### src/rtl/bff_pkg.sv
package bff_pkg;
  // Decision taken by the pair comparator for the flag register.
  typedef enum logic [1:0] {
    ACT_HOLD  = 2'd0,
    ACT_SET   = 2'd1,
    ACT_CLEAR = 2'd2
  } flag_act_e;
endpackage

### src/rtl/bff_gray_sync.sv
module bff_gray_sync #(
  parameter int W      = 6,
  parameter int STAGES = 2
) (
  input  logic         clk,
  input  logic         rst,
  input  logic [W-1:0] gray_in,
  output logic [W-1:0] bin_out
);
  logic [W-1:0] stg [STAGES];

  always_ff @(posedge clk) begin
    if (rst) begin
      for (int i = 0; i < STAGES; i++) stg[i] <= '0;
    end else begin
      stg[0] <= gray_in;
      for (int i = 1; i < STAGES; i++) stg[i] <= stg[i-1];
    end
  end

  // Gray to binary: each bit is the XOR of all Gray bits at or above it.
  always_comb begin
    bin_out[W-1] = stg[STAGES-1][W-1];
    for (int i = W-2; i >= 0; i--) bin_out[i] = bin_out[i+1] ^ stg[STAGES-1][i];
  end
endmodule

### src/rtl/bff_wr_count.sv
module bff_wr_count #(
  parameter int W = 6
) (
  input  logic         clk,
  input  logic         rst,
  input  logic         inc,
  output logic [W-1:0] cnt
);
  always_ff @(posedge clk) begin
    if (rst)      cnt <= '0;
    else if (inc) cnt <= cnt + W'(1);
  end
endmodule

### src/rtl/bff_pair_judge.sv
module bff_pair_judge
  import bff_pkg::*;
#(
  parameter int W     = 6,
  parameter int DEPTH = 16
) (
  input  logic         clk,
  input  logic         rst,
  input  logic [W-1:0] wr_cnt,
  input  logic [W-1:0] rd_bin,
  output logic [W-1:0] occ_q,
  output flag_act_e    act_q
);
  localparam int HALF = DEPTH / 2;

  logic [W-1:0] pairs_floor;
  logic [W-1:0] pairs_ceil;
  flag_act_e    act_d;

  always_comb begin
    pairs_floor = occ_q >> 1;
    pairs_ceil  = (occ_q + W'(1)) >> 1;
    if (pairs_floor >= W'(HALF))    act_d = ACT_SET;
    else if (pairs_ceil < W'(HALF)) act_d = ACT_CLEAR;
    else                            act_d = ACT_HOLD;
  end

  always_ff @(posedge clk) begin
    if (rst) begin
      occ_q <= '0;
      act_q <= ACT_HOLD;
    end else begin
      occ_q <= wr_cnt - rd_bin;
      act_q <= act_d;
    end
  end
endmodule

### src/rtl/burst_full_flag.sv
module burst_full_flag
  import bff_pkg::*;
#(
  parameter int DEPTH   = 16,
  parameter int RESERVE = 4,
  parameter int PTR_W   = $clog2(DEPTH + RESERVE) + 1
) (
  input  logic             clk,
  input  logic             rst,
  input  logic             wr_req,
  input  logic [PTR_W-1:0] rd_ptr_gray,
  output logic             wr_ok,
  output logic [PTR_W-1:0] wr_ptr,
  output logic             full_n
);
  localparam int SYNC_STAGES = 2;

  logic [PTR_W-1:0] rd_bin;
  logic [PTR_W-1:0] occ_words;
  flag_act_e        act;
  logic             full_n_q;

  assign wr_ok  = wr_req & full_n_q;
  assign full_n = full_n_q;

  bff_gray_sync #(.W(PTR_W), .STAGES(SYNC_STAGES)) u_rsync (
    .clk     (clk),
    .rst     (rst),
    .gray_in (rd_ptr_gray),
    .bin_out (rd_bin)
  );

  bff_wr_count #(.W(PTR_W)) u_wcnt (
    .clk (clk),
    .rst (rst),
    .inc (wr_ok),
    .cnt (wr_ptr)
  );

  bff_pair_judge #(.W(PTR_W), .DEPTH(DEPTH)) u_judge (
    .clk    (clk),
    .rst    (rst),
    .wr_cnt (wr_ptr),
    .rd_bin (rd_bin),
    .occ_q  (occ_words),
    .act_q  (act)
  );

  always_ff @(posedge clk) begin
    if (rst) full_n_q <= 1'b1;
    else begin
      case (act)
        ACT_SET:   full_n_q <= 1'b0;
        ACT_CLEAR: full_n_q <= 1'b1;
        default:   full_n_q <= full_n_q;
      endcase
    end
  end
endmodule

### config.mk
export PLATFORM = sky130hd
export DESIGN_NAME = burst_full_flag
export DESIGN_NICKNAME = d
export VERILOG_FILES = /design/src/rtl/bff_pkg.sv /design/src/rtl/bff_gray_sync.sv /design/src/rtl/bff_wr_count.sv /design/src/rtl/bff_pair_judge.sv /design/src/rtl/burst_full_flag.sv
export SDC_FILE = /design/constraint.sdc
export NUM_CORES = 1
export LEC_CHECK = 0
export ABC_AREA = 1
export CELL_PAD_IN_SITES_DETAIL_PLACEMENT = 1
export CELL_PAD_IN_SITES_GLOBAL_PLACEMENT = 2
export CORE_MARGIN = 2
export CORE_UTILIZATION = 33
export CTS_CLUSTER_DIAMETER = 30
export DETAILED_ROUTE_END_ITERATION = 10
export PLACE_DENSITY = 0.82
export SLEW_MARGIN = 20
export SYNTH_ARGS = -nofsm -noshare
export SYNTH_HDL_FRONTEND = slang
export SYNTH_SLANG_ARGS = --single-unit
### constraint.sdc
create_clock -name clk -period 4 [get_ports clk]
set_input_delay 1 -clock clk [delete_from_list [all_inputs] [get_ports clk]]
set_output_delay 1 -clock clk [all_outputs]
set_load 0.01 [all_outputs]
==> run summary <==
pin count of the biggest net entering global routing - 19
TritonCTS Buffers - 3
first-pass GRT wire length - 4.036 mm
Max Cap Viol - 0
antenna violations before repair - 0
FF-to-FF Start - u_rsync.stg[0][11]
Residual DRC - 0
sequential area share after synthesis - 45.52%
PortBufs - 16
Clock transition at path regs - 0.15 ns
Synth area leader - dfxtp_1
synthesized cell area - 1187 µm²
final-report setup violation count - 0
synth top area cells - dfxtp_1 46%, inv_1 9.2%, ha_1 7.4%, nor2_1 6.6%, nand2_1 5.4%
syn avg cell area - 8.077 µm²
Placeable Area - 3390 µm²
placed wire-length estimate - 1.797 mm
PwrDens - 373.9 nW/µm²
Root Driver - clkbuf_4
fmax - 310.4 MHz
P_leak - 0.6461 nW
Post-CTS Resized - 0
top cell type's share of synthesized area - 45.52%
vias in the first global route - 972
fraction of layout cells with a size suffix above 1 - 11.45%
final hold vios - 0
CP endpoint kind - output pin
commonest non-fill, non-tap cell in the layout - inv_1
beginning of the critical path - wr_req
Synth Register Bits - 27
H-Tree Depth - 1
Post-Syn Nets - 164
overall global routing resource usage - 12.48%
area delta synth->final - 20.55%
dpl cells - 208
CP Data Required Time - 3.00 ns
Max clock buf depth - 2
routed len/inst - 10.47 µm
Post-DRT Antenna Nets - 0
R2R depth - 16
via/cell ratio - 4.542
CP arrival - 2.22 ns
clock sinks - 27
GR Util met2 - 21.88%
IO Pins - 17
RSZ-0062 raised after global routing - false
most frequent cells in the layout - 29 x inv_1, 27 x dfxtp_1, 21 x nor2_1
Post-CTS Hold Fix Bufs - 0
hold path depth - 2
GPL Wtd Cong - 0.6615
ys flop type - dfxtp_1
Starting Density - 35.03%
Tightest Pin Transition - 0.2809 ns
GRT Max-Usage Layer - met2
met1 global-route usage - 14.74%
Period Utilization, post-route - 80.54%
Rel. slew slack - 81.25%
Slew Viols, Final - 0
DRT iter0 DRCs - 22
CTS tree - built
VDD IR max - 0.0001322 V
post-synth cell types - 22
die area - 4094 µm²
Die W - 63.99 µm
count of warnings emitted by yosys - 0
number of synthesized flops with an enable pin - 0
ANT cells - 0
gr ovfl total - 0
TritonRoute pass-1 iters - 3
Fillers - 428
fin nets - 184
status - completed
final core occ - 42.23%
Worst Hold Launch - u_rsync.stg[0][4]
WL final - 2.220 mm
Setup Skew - 0.003009 ns
Startpoint Class - input port
postcts setup bufs - 0
fin cells - 212
Crit Path Max Fanout - 4
DR vias - 963
Die Ht - 63.99 µm
worst min path class - reg2reg
ys async rst share - 0%
FP Rows - 21
Final min period - 3.222 ns
Synth Instances - 147
setup TNS - 0 ns
global-route met3 utilization - 2.641%
Worst-Skew Late Latency - 0.32 ns
CP Class - in2out
cell type report:
cell class | instances | area (µm²) | area share [%]
tap | 46 | 57.56 | 4.021
clock inverter | 1 | 5.005 | 0.3497
clock buffer | 3 | 22.52 | 1.573
sequential | 27 | 540.5 | 37.76
timing repair buffer | 17 | 167.7 | 11.71
inverter | 31 | 116.4 | 8.129
multi-input combinational | 87 | 521.8 | 36.45
sequential cells by signal, indices dropped and copies added, names as in the netlist:
| signal | flops |
|---|---|
| u_rsync.stg | 12 |
| u_wcnt.cnt | 6 |
| u_judge.occ_q | 6 |
| full_n | 1 |
| u_judge.act_q | 2 |
through the flow:
stage	hold slack [ns]	setup slack, ns	total power [mW]	instance area (µm²)
floorplan	0.3883	1.820	0.3812	1187
global placement	0.3897	0.8278	0.4162	1404
detailed placement	0.3992	0.7648	0.4244	1404
CTS	0.4195	0.7656	0.5461	1431
global route	0.4398	0.7192	0.5766	1431
finish	0.4148	0.7783	0.5352	1431
metal layers:
layer	share of wire, %	vias to the layer above
li1	-	490
met1	44	457
met2	51	14
met3	3.5	2
met4	0.95	0
met5	0	-
path summary, 6_finish.rpt:
| kind | endpoint | slack [ns] |
|---|---|---|
| max | wr_ok | 0.78 |
| min | u_rsync.stg[0][10] | 0.41 |
| max reg2reg | u_judge.occ_q[4] | 1.73 |
| min reg2reg | u_rsync.stg[0][10] | 0.41 |
synthesized netlist by cell type, types with 2 or more instances:
cell and count:
inv_1 29, dfxtp_1 27, nor2_1 21, nand2_1 17, a21oi_1 11, ha_1 7
o21ai_0 7, nand2_2 6, nand3_1 5, inv_2 2, nand3_2 2, nand3_4 2
xor2_1 2
power breakdown:
| group | leakage [nW] | internal [mW] | switching, mW |
|---|---|---|---|
| clock network | 0.0177 | 0.0374 | 0.0822 |
| registers | 0.223 | 0.293 | 0.0117 |
| logic | 0.405 | 0.0506 | 0.0601 |
worst max-delay path, stage by stage:
cell and delay [ns]:
clkdlybuf4s50_1 0.46, nand2_1 0.12, inv_2 0.10, clkdlybuf4s50_1 0.54
cells by family after synthesis:
family / synth area share (%)
XOR/XNOR: 1.476
buffers and inverters: 10.54
adder cells (fa/ha/maj): 9.062
flip-flops: 45.52
AND/OR/NAND/NOR: 23.39
AO/OA/AOI/OAI: 10.01
(Power assumes the default switching activity.)
